===== src/rtl/sip_pkg.sv =====
package sip_pkg;

   typedef enum logic [1:0] {
      SIP_OP_LOAD = 2'd0,
      SIP_OP_SET  = 2'd1,
      SIP_OP_CLR  = 2'd2,
      SIP_OP_NONE = 2'd3
   } sip_op_e;

endpackage


===== src/rtl/sip_next.sv =====
module sip_next
   import sip_pkg::*;
#(
   parameter int NUM_BITS  = 17,
   parameter int TIMER_BIT = 16
) (
   input  logic                wr_en,
   input  sip_op_e             wr_op,
   input  logic [NUM_BITS-1:0] wr_bits,
   input  logic                hw_set,
   input  logic [NUM_BITS-1:0] cur,
   output logic [NUM_BITS-1:0] nxt,
   output logic                upd
);

   logic [NUM_BITS-1:0] sw_val;
   logic                sw_upd;

   // Software opcode selection
   always_comb begin
      sw_val = cur;
      sw_upd = 1'b0;
      if (wr_en) begin
         unique case (wr_op)
            SIP_OP_LOAD: begin sw_val = wr_bits;        sw_upd = 1'b1; end
            SIP_OP_SET:  begin sw_val = cur | wr_bits;  sw_upd = 1'b1; end
            SIP_OP_CLR:  begin sw_val = cur & ~wr_bits; sw_upd = 1'b1; end
            default:     begin sw_val = cur;            sw_upd = 1'b0; end
         endcase
      end
   end

   // Hardware strobe applied after the software result: it wins
   always_comb begin
      nxt = sw_val;
      if (hw_set) nxt[TIMER_BIT] = 1'b1;
      upd = sw_upd | hw_set;
   end

endmodule


===== src/rtl/sip_store.sv =====
module sip_store #(
   parameter int NUM_BITS = 17
) (
   input  logic                clk,
   input  logic                rst_n,
   input  logic                upd,
   input  logic [NUM_BITS-1:0] nxt,
   output logic [NUM_BITS-1:0] q
);

   for (genvar b = 0; b < NUM_BITS; b++) begin : g_bit
      always_ff @(posedge clk or negedge rst_n) begin
         if (!rst_n)   q[b] <= 1'b0;
         else if (upd) q[b] <= nxt[b];
      end
   end

   AST_HOLD_IDLE: assert property (@(posedge clk) disable iff (!rst_n)
      !upd |=> $stable(q));

endmodule


===== src/rtl/sip_level_mask.sv =====
module sip_level_mask #(
   parameter int NUM_BITS  = 17,
   parameter int PIL_W     = 4,
   parameter int TICK_BIT  = 0,
   parameter int TIMER_BIT = 16,
   parameter int THRESH    = 14
) (
   input  logic [NUM_BITS-1:0] pend,
   input  logic [PIL_W-1:0]    pil,
   output logic [NUM_BITS-1:0] req
);

   localparam int LVL_W = PIL_W + 1;

   logic [LVL_W-1:0] lvl;
   logic             below_thr;

   assign lvl       = {1'b0, pil};
   assign below_thr = (int'(lvl) < THRESH);

   for (genvar i = 0; i < NUM_BITS; i++) begin : g_req
      if (i == TICK_BIT || i == TIMER_BIT) begin : g_timer
         assign req[i] = pend[i] & below_thr;
      end else if (i >= (1 << PIL_W)) begin : g_always
         assign req[i] = pend[i];
      end else begin : g_level
         assign req[i] = pend[i] & (int'(lvl) < i);
      end
   end

endmodule


===== src/rtl/sip_softint_reg.sv =====
module sip_softint_reg
   import sip_pkg::*;
#(
   parameter int DATA_W    = 64,
   parameter int NUM_BITS  = 17,
   parameter int PIL_W     = 4,
   parameter int TICK_BIT  = 0,
   parameter int TIMER_BIT = 16,
   parameter int THRESH    = 14
) (
   input  logic                clk,
   input  logic                rst_n,
   input  logic                wr_en,
   input  logic [1:0]          wr_op,
   input  logic [DATA_W-1:0]   wr_data,
   input  logic [PIL_W-1:0]    pil,
   input  logic                hw_timer_set,
   output logic [DATA_W-1:0]   rd_data,
   output logic [NUM_BITS-1:0] irq_req
);

   localparam int PAD_W = DATA_W - NUM_BITS;

   if (NUM_BITS > DATA_W)         begin : g_chk_w   $error("NUM_BITS exceeds DATA_W");      end
   if (TIMER_BIT >= NUM_BITS)     begin : g_chk_tm  $error("TIMER_BIT out of range");       end
   if (TICK_BIT >= NUM_BITS)      begin : g_chk_tk  $error("TICK_BIT out of range");        end
   if (THRESH > (1 << PIL_W))     begin : g_chk_th  $error("THRESH beyond level range");    end

   sip_op_e             op;
   logic [NUM_BITS-1:0] wr_bits;
   logic [NUM_BITS-1:0] pend;
   logic [NUM_BITS-1:0] nxt;
   logic                upd;

   assign op      = sip_op_e'(wr_op);
   assign wr_bits = wr_data[NUM_BITS-1:0];

   sip_next #(.NUM_BITS(NUM_BITS), .TIMER_BIT(TIMER_BIT)) i_next (
      .wr_en  (wr_en),
      .wr_op  (op),
      .wr_bits(wr_bits),
      .hw_set (hw_timer_set),
      .cur    (pend),
      .nxt    (nxt),
      .upd    (upd)
   );

   sip_store #(.NUM_BITS(NUM_BITS)) i_store (
      .clk  (clk),
      .rst_n(rst_n),
      .upd  (upd),
      .nxt  (nxt),
      .q    (pend)
   );

   sip_level_mask #(
      .NUM_BITS (NUM_BITS),
      .PIL_W    (PIL_W),
      .TICK_BIT (TICK_BIT),
      .TIMER_BIT(TIMER_BIT),
      .THRESH   (THRESH)
   ) i_mask (
      .pend(pend),
      .pil (pil),
      .req (irq_req)
   );

   // Read path, zero-extended
   if (PAD_W > 0) begin : g_rd_pad
      assign rd_data = {{PAD_W{1'b0}}, pend};
   end else begin : g_rd_full
      assign rd_data = pend;
   end

   AST_SET_OR: assert property (@(posedge clk) disable iff (!rst_n)
      (wr_en && wr_op == 2'd1) |=>
      ((pend & ($past(pend) | $past(wr_bits))) == ($past(pend) | $past(wr_bits))));

   AST_CLR_DROPS: assert property (@(posedge clk) disable iff (!rst_n)
      (wr_en && wr_op == 2'd2 && !hw_timer_set) |=>
      ((pend & $past(wr_bits)) == '0 && (pend & ~$past(pend)) == '0));

   AST_HW_WINS: assert property (@(posedge clk) disable iff (!rst_n)
      hw_timer_set |=> pend[TIMER_BIT]);

   AST_TIMER_MASKED: assert property (@(posedge clk) disable iff (!rst_n)
      (int'(pil) >= THRESH) |-> (!irq_req[TICK_BIT] && !irq_req[TIMER_BIT]));

   AST_REQ_SUBSET: assert property (@(posedge clk) disable iff (!rst_n)
      wr_en |-> ((irq_req & ~rd_data[NUM_BITS-1:0]) == '0));

   AST_TOP_LEVEL_CUT: assert property (@(posedge clk) disable iff (!rst_n)
      (pil == '1) |-> (irq_req[(1 << PIL_W) - 1:1] == '0));

endmodule


===== config.mk =====
export PLATFORM = sky130hd
export DESIGN_NAME = sip_softint_reg
export DESIGN_NICKNAME = d
export VERILOG_FILES = /design/src/rtl/sip_pkg.sv /design/src/rtl/sip_next.sv /design/src/rtl/sip_store.sv /design/src/rtl/sip_level_mask.sv /design/src/rtl/sip_softint_reg.sv
export SDC_FILE = /design/constraint.sdc
export NUM_CORES = 1
export LEC_CHECK = 0
export ABC_AREA = 1
export BUFFER_PORTS_ARGS = -buffer_cell sky130_fd_sc_hd__buf_2
export CORE_MARGIN = 2
export CORE_UTILIZATION = 38
export CTS_CLUSTER_DIAMETER = 200
export DETAILED_ROUTE_END_ITERATION = 7
export HOLD_SLACK_MARGIN = 0.05
export PLACE_DENSITY = 0.81
export SETUP_SLACK_MARGIN = 0.5
export SLEW_MARGIN = 15
export SYNTH_ARGS = -nofsm -noshare
export SYNTH_HDL_FRONTEND = slang
export SYNTH_HIERARCHICAL = 1
export SYNTH_SLANG_ARGS = --single-unit

===== constraint.sdc =====
create_clock -name clk -period 0.9 [get_ports clk]
set_input_delay 0 -clock clk [delete_from_list [all_inputs] [get_ports clk]]
set_output_delay 0 -clock clk [all_outputs]
set_load 0.1 [all_outputs]

After elaboration in Yosys (flattened, before gate mapping)
Cells that the tools add are included.
- bits in registers: 17
- input bits: 74
- output and inout bits: 81
- word-level logic and storage cells: 67
- magnitude comparators: 15
- equality and inequality tests: 2
- multiplexer cells: 5
- bitwise operators: 21
- reductions and logical operators: 7
- operators with widths (cell ; count):
    case mux 17 bit (3 select lines) ; 1
    less-than comparator 4 bit (second input constant) ; 8
    AND 1 bit ; 17
    AND 17 bit ; 1
    2-to-1 mux 17 bit ; 1
    inverter 17 bit ; 1
    OR 17 bit ; 1
    less-than comparator 4 x 3 -> 1 bit (second input constant) ; 4
    less-than comparator 4 x 2 -> 1 bit (second input constant) ; 2
    AND reduction 3 bit ; 2
    less-than comparator 4 x 1 -> 1 bit (second input constant) ; 1
    nonzero test 4 bit ; 1
    2-to-1 mux 1 bit ; 3
    nonzero test 3 bit ; 1
    OR reduction 3 bit ; 1
    equality test 2 x 1 -> 1 bit (second input constant) ; 1
    equality test 2 bit (second input constant) ; 1
    logical NOT 2 bit ; 1
    nonzero test 2 bit ; 1
    OR 1 bit ; 1

Depth between registers and ports, before layout
Gate-level depths: netlist of the first run.
- depth after elaboration: 6
- depth in mapped cells: 10
- mapped depth without buffers: 7

Modules after synthesis
The synthesis of the first run kept the hierarchy.
- by module, submodules not included (module ; instances ; cells an instance ; area an instance (um^2) ; seq. area each (um^2)):
    sip_store ; 1 ; 72 ; 680.7 ; 425.4
    sip_next ; 1 ; 115 ; 496.7 ; 0.0
    sip_softint_reg ; 1 ; 48 ; 356.6 ; 0.0
    sip_level_mask ; 1 ; 49 ; 197.7 ; 0.0

Worst setup path before layout of the first run
OpenSTA, ideal clock, no wires.
- path kind: reg2out
- from: register i_store.q[2]
- to: output port irq_req[2]
- arrival: 3109 ps
- data required time: 900 ps
- setup slack: -2209 ps
- cell stages (with the launch flop): 3
- buffers on the path: 0
- cells stage by stage: dfrtp_1 > nand2_1 > nor3_1
- word-level cells in the longest chain between the ends: 1
- ends and longest elaborated chain (item ; line ; source):
    start, declared ; sip_store.sv:8 ; output logic [NUM_BITS-1:0] q
    start signal, assigned by index ; sip_store.sv:14 ; else if (upd) q[b] <= nxt[b];
    AND 1 bit ; sip_level_mask.sv:27 ; assign req[i] = pend[i] & (int'(lvl) < i);
    end, declared ; sip_softint_reg.sv:19 ; output logic [NUM_BITS-1:0] irq_req
No other way between the ends.

Worst setup path in the final report of the first run
- from: register i_store.q[7]
- to: output port irq_req[7]
The elaborated chain is that of the path after synthesis.

==> flow_summary.ini, run 1 <==
[drt]
firstDrtPassIters = 4
ant_nets = 0
num_vias = 1838
viasPerCell = 4.25
drc_errors = 0
routed_wl_um = 5060
avgRoutedWirePerCell_um = 11.7
drt_iter0_drc = 87

[sta]
holdWs_ns = -0.330
tns_ns = -5.40
fin_skew_ns = 0
final_hold_viol_count = 17
grt_setup_unrepaired = yes
layout_min_cycle_time_ns = 1.18
fmax_mhz = 846
finalWorstSetupSlack_ns = -0.281
report.final.slew_viol_count = 0
setup_viol = 49
timing.final.crit_share_pct = 131

[cells_and_area]
nets = 455
drive_gt1_share_pct = 49.5
largest_register_ffs = 17
fin_util_pct = 71.5
n_antenna_cell = 0
top_register = i_store/q
largestRegisters = i_store/q x17
syn_to_final_growth_pct = 80.9
stdcell_count = 432

[yosys]
synth_top_cell_by_area = nand2_1
synth-seq-cells = 17
syn-mean-instance-area_um2 = 6.10
synth_area_leaders = nand2_1, dfrtp_1, buf_4
syn_inst = 284
yosysWarnings = 6
synth_top_area_share_pct = 31.6
ys_types = 21
syn_area_um2 = 1730
ys_seq_area_share_pct = 24.6

[pwr]
p_seq_share_pct = 18.0
p_comb_share_pct = 74.1
switching_share_pct = 57.3
switching_power_uw = 4060
power.density_nw_per_um2 = 2260
pwr-share-clk_pct = 7.9
leakagePower_uw = 0.00168
internal_power_uw = 3020
vdd_drop_max_mv = 1.36

[clock_network]
htree_levels = 1
clock_sinks = 17
cts-root-buf = clkbuf_8
cts_inserted_buffers = 3
clk-insertion-delay-late_ns = 0.24
path_clk_slew_ns = 0.07
clockBufferDepth = 2
cts_tree = yes

[global_route]
grt_pass1_wl_um = 8070
grt_use_met3_pct = 3.23
grt_use_met2_pct = 38.0
top_usage_layer = met2
antenna_found_initial = 0
grtUsageMet1_pct = 22.5
grt_max_degree = 18
grt_pass1_vias = 1810
track_usage_pct = 19.8
overflow = 0

[die]
die_h_um = 71.5
num_rows = 24
design.die.area_um2 = 5110
start_util_pct = 39.5
die_w_um = 71.5
ios = 155
design.core.area_um2 = 4380

[critical_path]
cp_max_fo = 2
crit_path_start_kind = register
critPathKind = reg2out
r2r_slack_ns = -0.15
startpoint = i_store/q[7]
r2r_cells = 6
crit_path_end_kind = output pin
worst_ep_required_time_ns = 0.90
cp.arrival_ns = 1.18
worstReg2RegEnd = i_store/q[16]
r2r-start = i_store/q[16]

[placement]
gp_congestion = 0.770
portBuffers = 60
dp_hpwl_um = 3770
dp.cells = 405
dp_slack_ns = -0.0947

[run]
max_cap_violations = 0

[outcome]
run_status = complete, but fails checks
violations = negative hold slack, negative setup slack

[min_path]
hold_path_class = in2async
## metrics by stage
step,total power [uW],instance area [um2]
2_1_floorplan,4690,2190
3_3_place_gp,5910,2760
3_5_place_dp,5980,2760
4_1_cts,6970,3060
5_1_grt,7360,3130
6_report,7080,3130
## worst max-delay path by stage
stage | depth (start not counted) | slack (ns) | end
floorplan | 2 | -0.59 | irq_req[2]
global placement | 9 | -0.03 | i_store/q[9]
detailed placement | 9 | -0.09 | i_store/q[13]
CTS | 5 | -0.30 | irq_req[7]
global route | 5 | -0.33 | irq_req[7]
finish | 5 | -0.28 | irq_req[7]
## cell type report
| cell class | instances | area (um2) |
|---|---|---|
| Multi-Input combinational cell | 226 | 1150 |
| Fill cell | 346 | 1250 |
| Tap cell | 52 | 65.1 |
| Sequential cell | 17 | 489 |
| Clock buffer | 4 | 45.0 |
| Timing Repair Buffer | 100 | 1210 |
| Inverter | 33 | 164 |
## metal layers
metal,vias up,part of all wire [%],wire (um)
met4,0,0.57,29
met3,4,6.0,304
met2,78,57,2860
met1,837,37,1860
li1,919,-,-
met5,-,0,0
## power groups by stage
stage | sequential (uW) | combinational [uW] | clock [uW]
floorplan | 2320 | 2370 | 0
global placement | 1330 | 4580 | 0
detailed placement | 1340 | 4640 | 0
CTS | 1270 | 5130 | 572
global route | 1300 | 5430 | 631
finish | 1280 | 5240 | 559
## logic make-up after synthesis
| group | after synthesis | share of synthesized area [%] |
|---|---|---|
| AO/OA/AOI/OAI | 3 | 0.867 |
| flip-flops | 17 | 24.6 |
| other | 1 | 0.217 |
| buffers and inverters | 87 | 33.4 |
| AND/OR/NAND/NOR | 176 | 41.0 |
## worst max-delay path, cell delays in order, from the launching register on
cell,delay [ns]
dfrtp_4,0.48
inv_2,0.05
nor2_1,0.03
nand2_1,0.09
clkinvlp_4,0.11
buf_12,0.17
## layout by cell type, fill, tap and decap left out
cell | Yosys | final
buf_2 | 0 | 26
inv_8 | 1 | 1
conb_1 | 1 | 47
clkinvlp_4 | 0 | 4
nand2_1 | 146 | 112
inv_1 | 30 | 21
clkbuf_1 | 0 | 1
nor2_2 | 1 | 1
dfrtp_4 | 0 | 17
buf_6 | 4 | 21
nand2_2 | 6 | 27
a21oi_4 | 0 | 2
clkbuf_8 | 1 | 3
nor2_4 | 1 | 10
nor3_4 | 0 | 1
inv_2 | 2 | 4
inv_12 | 0 | 1
inv_4 | 0 | 2
nor2_8 | 1 | 1
buf_12 | 1 | 36
nand2_4 | 0 | 13
buf_4 | 47 | 17
and2_4 | 0 | 1
o21ai_1 | 0 | 1
nand3_1 | 3 | 3
nor2_1 | 16 | 7
## timing repair
| action | CTS | global route |
|---|---|---|
| gates resized for setup | 29 | 14 |
| buffers inserted | 19 | 4 |
| pin swaps | 21 | 16 |
| endpoints found under the hold margin | 17 | 17 |
| setup endpoints to repair | 51 | 51 |
## synthesized netlist by cell type, drive strengths merged
cell type	n
nand2	152
buf	53
inv	33
nor2	19
dfrtp	17
nand3	3
a21oi	2
and2	1
clkbuf	1
conb	1
nor3	1
o21ai	1
Note: power is estimated with default switching activity, not from simulation.
==> run 2: changes to the inputs <==
- ABC_AREA: 1 -> 0
- BUFFER_PORTS_ARGS: -buffer_cell sky130_fd_sc_hd__buf_2 -> unset
- CORE_AREA: unset -> 2 2 60 62
- CORE_MARGIN: 2 -> unset
- CORE_UTILIZATION: 38 -> unset
- DIE_AREA: unset -> 0 0 62 64
- DONT_BUFFER_PORTS: unset -> 1
- PLACE_DENSITY: 0.81 -> unset
==> run 2 against run 1 <==
The run still ends with negative hold slack, negative setup slack left. Global-route usage up 2.1 points. Flip-flop and latch count unchanged. Largest cell class is now multi-input gates. Non-clock buffer count down 40. Register-to-register slack worse by 0.14 ns. Area after synthesis down 10%. Largest power group unchanged.
==> flow_summary.ini, run 2 <==
[yosys]
syn-mean-instance-area_um2 = 9.92
syn_area_um2 = 1560
yosysWarnings = 6
synth_top_area_share_pct = 27.3
synth_area_leaders = dfrtp_1, buf_4, mux2_4
yosysMostFrequentCell = buf_4
synth_top_cell_by_area = dfrtp_1
synth_edf_count = 0
synth-seq-cells = 17
synthArstFlopShare_pct = 100
ys_types = 31
synth_top_flop_cell = dfrtp_1
syn_inst = 157
yosys-top-cells-count = buf_4, dfrtp_1, a22o_1, mux2_4, o21ai_1
ys_seq_area_share_pct = 27.3

[sta]
finalWorstSetupSlack_ns = -0.392
fin_skew_ns = 0
tightest_slew_ns = 0.844
fmax_mhz = 774
setup_viol = 51
grt_setup_unrepaired = yes
report.final.slew_viol_count = 0
max_slew_margin_pct = 43.6
timing.final.crit_share_pct = 144
final_hold_viol_count = 16
layout_min_cycle_time_ns = 1.29
holdWs_ns = -0.0551
tns_ns = -12.05

[drt]
avgRoutedWirePerCell_um = 17.3
num_vias = 1295
ant_nets = 0
drt_iter0_drc = 86
viasPerCell = 5.04
routed_wl_um = 4450
drc_errors = 0
firstDrtPassIters = 4

[critical_path]
cp.arrival_ns = 1.29
cp_slowest_cell = dfrtp_4
slowest_delay_ns = 0.51
critPathKind = reg2out
r2r_slack_ns = -0.29
crit_path_end_kind = output pin
r2r_cells = 3
cp_max_fo = 2
r2r-start = i_store/q[6]
worstReg2RegEnd = i_store/q[6]
worst_ep_required_time_ns = 0.90
path_cells = buf_6, and3b_4, buf_12
crit_path_start_kind = register

[cells_and_area]
n_antenna_cell = 0
largest_register_ffs = 17
final_common_cell = conb_1
largestRegisters = i_store/q x17
stdcell_count = 257
top_register = i_store/q
drive_gt1_share_pct = 56.9
nets = 286
fillerInstances = 218
layout_common_cells = conb_1, buf_12, buf_6
syn_to_final_growth_pct = 62.7
fin_util_pct = 77.2

[placement]
dp_hpwl_um = 2940
portBuffers = 0
dp.cells = 238
gp_congestion = 0.720

[pwr]
switching_share_pct = 56.6
p_comb_share_pct = 78.7
internal_power_uw = 3680
power.density_nw_per_um2 = 3350
switching_power_uw = 4810
vdd_drop_max_mv = 1.88
p_seq_share_pct = 16.1
pwr-share-clk_pct = 5.2
leakagePower_uw = 0.00117

[die]
ios = 155
die_w_um = 62
die_h_um = 64
num_rows = 21
design.core.area_um2 = 3280
design.die.area_um2 = 3970
start_util_pct = 47.4

[outcome]
violations = negative hold slack, negative setup slack
run_status = complete, but fails checks

[clock_network]
cts_tree = yes
cts_inserted_buffers = 3
htree_levels = 1
cts-root-buf = clkbuf_4
clock_sinks = 17
clockBufferDepth = 2
path_clk_slew_ns = 0.11
clk-insertion-delay-late_ns = 0.30

[global_route]
overflow = 0
antenna_found_initial = 0
grt_max_degree = 18
grt_pass1_wl_um = 6350
grt_pass1_vias = 1301
track_usage_pct = 21.9

[min_path]
hold_path_class = in2reg
hp-start = hw_timer_set
worstHoldPathCells = 2
min_to = i_store/q[16]

[run]
max_cap_violations = 0
-- run 2: changes by cell type after synthesis, moves of 4 or more --
cell,before,now
nand2_1,146,1
inv_1,30,5
a22o_1,0,16
nor2_1,16,0
mux2_4,0,10
o21ai_1,0,10
mux2_2,0,7
o21ai_0,1,8
nand2_2,6,0
and2_1,1,5
-- run 2: layer usage --
metal / vias up / share of wire, % / GRT usage [%]
li1: 568 / - / -
met1: 637 / 36 / 23.6
met2: 81 / 53 / 37.4
met3: 9 / 8.9 / 6.28
met4: 0 / 1.6 / 10.6
met5: - / 0 / 0
-- run 2: final cells by class --
cell class,count,area [um2],share of cell area (%)
Multi-Input combinational cell,125,1010,39.8
Timing Repair Buffer,60,932,36.8
Sequential cell,17,489,19.3
Tap cell,46,57.6,2.27
Clock buffer,3,22.5,0.888
Inverter,5,18.8,0.740
Clock inverter,1,5.00,0.197
-- run 2: critical path, delay by kind of cell, from the launching register on --
family                 cells  cell delay, ns
buffers and inverters      2            0.29
DFF                        1            0.51
and+or+nand+nor            1            0.19
-- run 2: cell families (layout without fill, tap and decap cells) --
kind of cell / after synthesis / in the layout / share of synthesized area [%]
flops: 17 / 17 / 27.3
compound gates: 46 / 46 / 21.0
other cells: 1 / 47 / 0.241
buf+inv: 61 / 69 / 29.5
simple gates: 15 / 15 / 7.31
mux: 17 / 17 / 14.7
-- run 2: worst max path at each step --
stage	startpoint	endpoint	slack (ns)	cells past startpoint
3_3_place_gp	i_store/q[16]	i_store/q[16]	-0.22	2
6_report	i_store/q[5]	irq_req[5]	-0.39	3
5_1_grt	i_store/q[7]	irq_req[7]	-0.42	3
4_1_cts	i_store/q[3]	irq_req[3]	-0.38	3
3_5_place_dp	i_store/q[16]	i_store/q[16]	-0.24	2
2_1_floorplan	i_store/q[3]	irq_req[3]	-0.85	2
-- run 2: per-stage QoR --
stage          worst slack [ns]  area (um2)  power (uW)
6_report                 -0.392        2530        8490
5_1_grt                  -0.421        2530        8720
4_1_cts                  -0.380        2490        8330
3_5_place_dp             -0.237        2080        6740
3_3_place_gp             -0.220        2080        6670
2_1_floorplan            -0.853        1940        5870
-- run 2: power groups by stage --
stage	Combinational, uW	Sequential, uW	Clock [uW]
finish	6680	1360	445
detailed placement	5390	1350	0
floorplan	2900	2970	0
CTS	6530	1350	451
global placement	5340	1330	0
global route	6840	1390	494
-- run 2: timing repair --
action                                 CTS  global route
setup endpoints to repair               51            51
pin swaps                                1             2
buffers inserted                        12             2
gates cloned                             0             0
endpoints found under the hold margin   34            34
gates resized for setup                 70             4
==> run 3: changes to the inputs <==
- clock period: 0.9 -> 1.45 ns (I/O delays scaled with it)
==> run 3 against run 2 <==
Flip-flop and latch count is the same. Register-to-register slack gained 0.54 ns. The run ends with negative hold slack left. Critical path depth is the same. Highest routed layer unchanged. Largest power group unchanged. Critical path type unchanged.
==> flow_summary.ini, run 3 (synthesis results as in run 2) <==
[global_route]
overflow = 0
antenna_found_initial = 0
grt_max_degree = 18
grt_pass1_wl_um = 6410
track_usage_pct = 21.7
grt_pass1_vias = 1297

[cells_and_area]
nets = 289
top_register = i_store/q
drive_gt1_share_pct = 49.1
fillerInstances = 204
largestRegisters = i_store/q x17
final_common_cell = conb_1
n_antenna_cell = 0
layout_common_cells = conb_1, buf_12, dlygate4sd3_1
largest_register_ffs = 17
final_area_um2 = 2500
syn_to_final_growth_pct = 60.3

[clock_network]
clockBufferDepth = 2
clk-insertion-delay-late_ns = 0.28
path_clk_slew_ns = 0.12
cts_tree = yes
htree_levels = 1
clock_sinks = 17
cts_inserted_buffers = 3
cts-root-buf = clkbuf_4
postCtsHoldBufs = 19

[placement]
dp_hpwl_um = 2700
place_area_um2 = 1920
gp_congestion = 0.705
portBuffers = 0

[sta]
final_hold_viol_count = 17
setup_viol = 0
tightest_slew_ns = 0.849
fmax_mhz = 802
timing.final.crit_share_pct = 86.0
tns_ns = 0
layout_min_cycle_time_ns = 1.25
report.final.slew_viol_count = 0
holdWs_ns = -0.133
fin_skew_ns = 0
grt_setup_unrepaired = yes
max_slew_margin_pct = 43.4

[pwr]
vdd_drop_max_mv = 1.22
leakagePower_uw = 0.00114
power.density_nw_per_um2 = 2000
p_total_uw = 5000

[die]
die_h_um = 64
start_util_pct = 47.4
ios = 155
num_rows = 21
die_w_um = 62
design.core.area_um2 = 3280
design.die.area_um2 = 3970

[critical_path]
path_cells = inv_2, a2111oi_4, buf_12
cp_max_fo = 2
worst-path-buf-inv = 2
worst_ep_required_time_ns = 1.45
cp_slowest_cell = dfrtp_4
cp.arrival_ns = 1.25
critPathKind = reg2out
slowest_delay_ns = 0.44
crit_family = flip-flops
crit_path_end_kind = output pin
crit_path_start_kind = register

[drt]
routed_wl_um = 4470
ant_nets = 0
drt_iter0_drc = 130
num_vias = 1303
viasPerCell = 5.01
firstDrtPassIters = 4
avgRoutedWirePerCell_um = 17.2
drc_errors = 0

[outcome]
run_status = complete, but fails checks
violations = negative hold slack

[min_path]
hold_path_class = in2async

[run]
max_cap_violations = 0
[run 3: path summary, 6_finish.rpt]
check | end | slack (ns) | start | cells after the start
max | irq_req[3] | 0.20 | i_store/q[3] | 3
min | i_store/q[6] | -0.13 | rst_n | 1
max reg2reg | i_store/q[3] | 0.25 | i_store/q[3] | 3
min reg2reg | i_store/q[10] | 0.61 | i_store/q[10] | 1
max in group asynchronous | i_store/q[13] | 0.95 | rst_n | 1
min in group clk | i_store/q[1] | 0.10 | wr_data[1] | 3
[run 3: what timing repair did]
action,4_1_cts,5_1_grt
gates resized for setup,54,12
setup buffers,7,5
endpoints found under the setup margin,51,68
pin swaps,1,1
endpoints found under the hold margin,34,17
[run 3: stage by stage]
stage          hold WS, ns  instances  setup WS [ns]  utilization [%]
5_1_grt            -0.0763        260          0.159             76.0
3_3_place_gp        -0.295        225          0.318             58.5
3_5_place_dp        -0.295        225          0.310             58.5
6_report            -0.133        260          0.202             76.0
4_1_cts             0.0791        255          0.191             73.4
2_1_floorplan       -0.296        203         -0.303                -
[run 3: where the power goes]
| part | internal (uW) | total, uW | switching [uW] |
|---|---|---|---|
| Combinational | 1290 | 3850 | 2560 |
| Clock | 102 | 264 | 161 |
| Sequential | 698 | 889 | 192 |
[run 3: final cells by class]
| type | count | area (um2) | area share (%) |
|---|---|---|---|
| Clock inverter | 1 | 5.00 | 0.200 |
| Sequential cell | 17 | 489 | 19.6 |
| Multi-Input combinational cell | 125 | 1000 | 40.1 |
| Tap cell | 46 | 57.6 | 2.30 |
| Clock buffer | 3 | 22.5 | 0.902 |
| Inverter | 5 | 18.8 | 0.752 |
| Timing Repair Buffer | 63 | 902 | 36.1 |
[run 3: metal layers]
layer,GRT usage [%],up-vias,part of all wire (%)
li1,-,574,-
met1,26.4,643,36
met3,3.85,6,8.0
met2,36.8,80,54
met4,7.98,0,1.4
met5,0,-,0
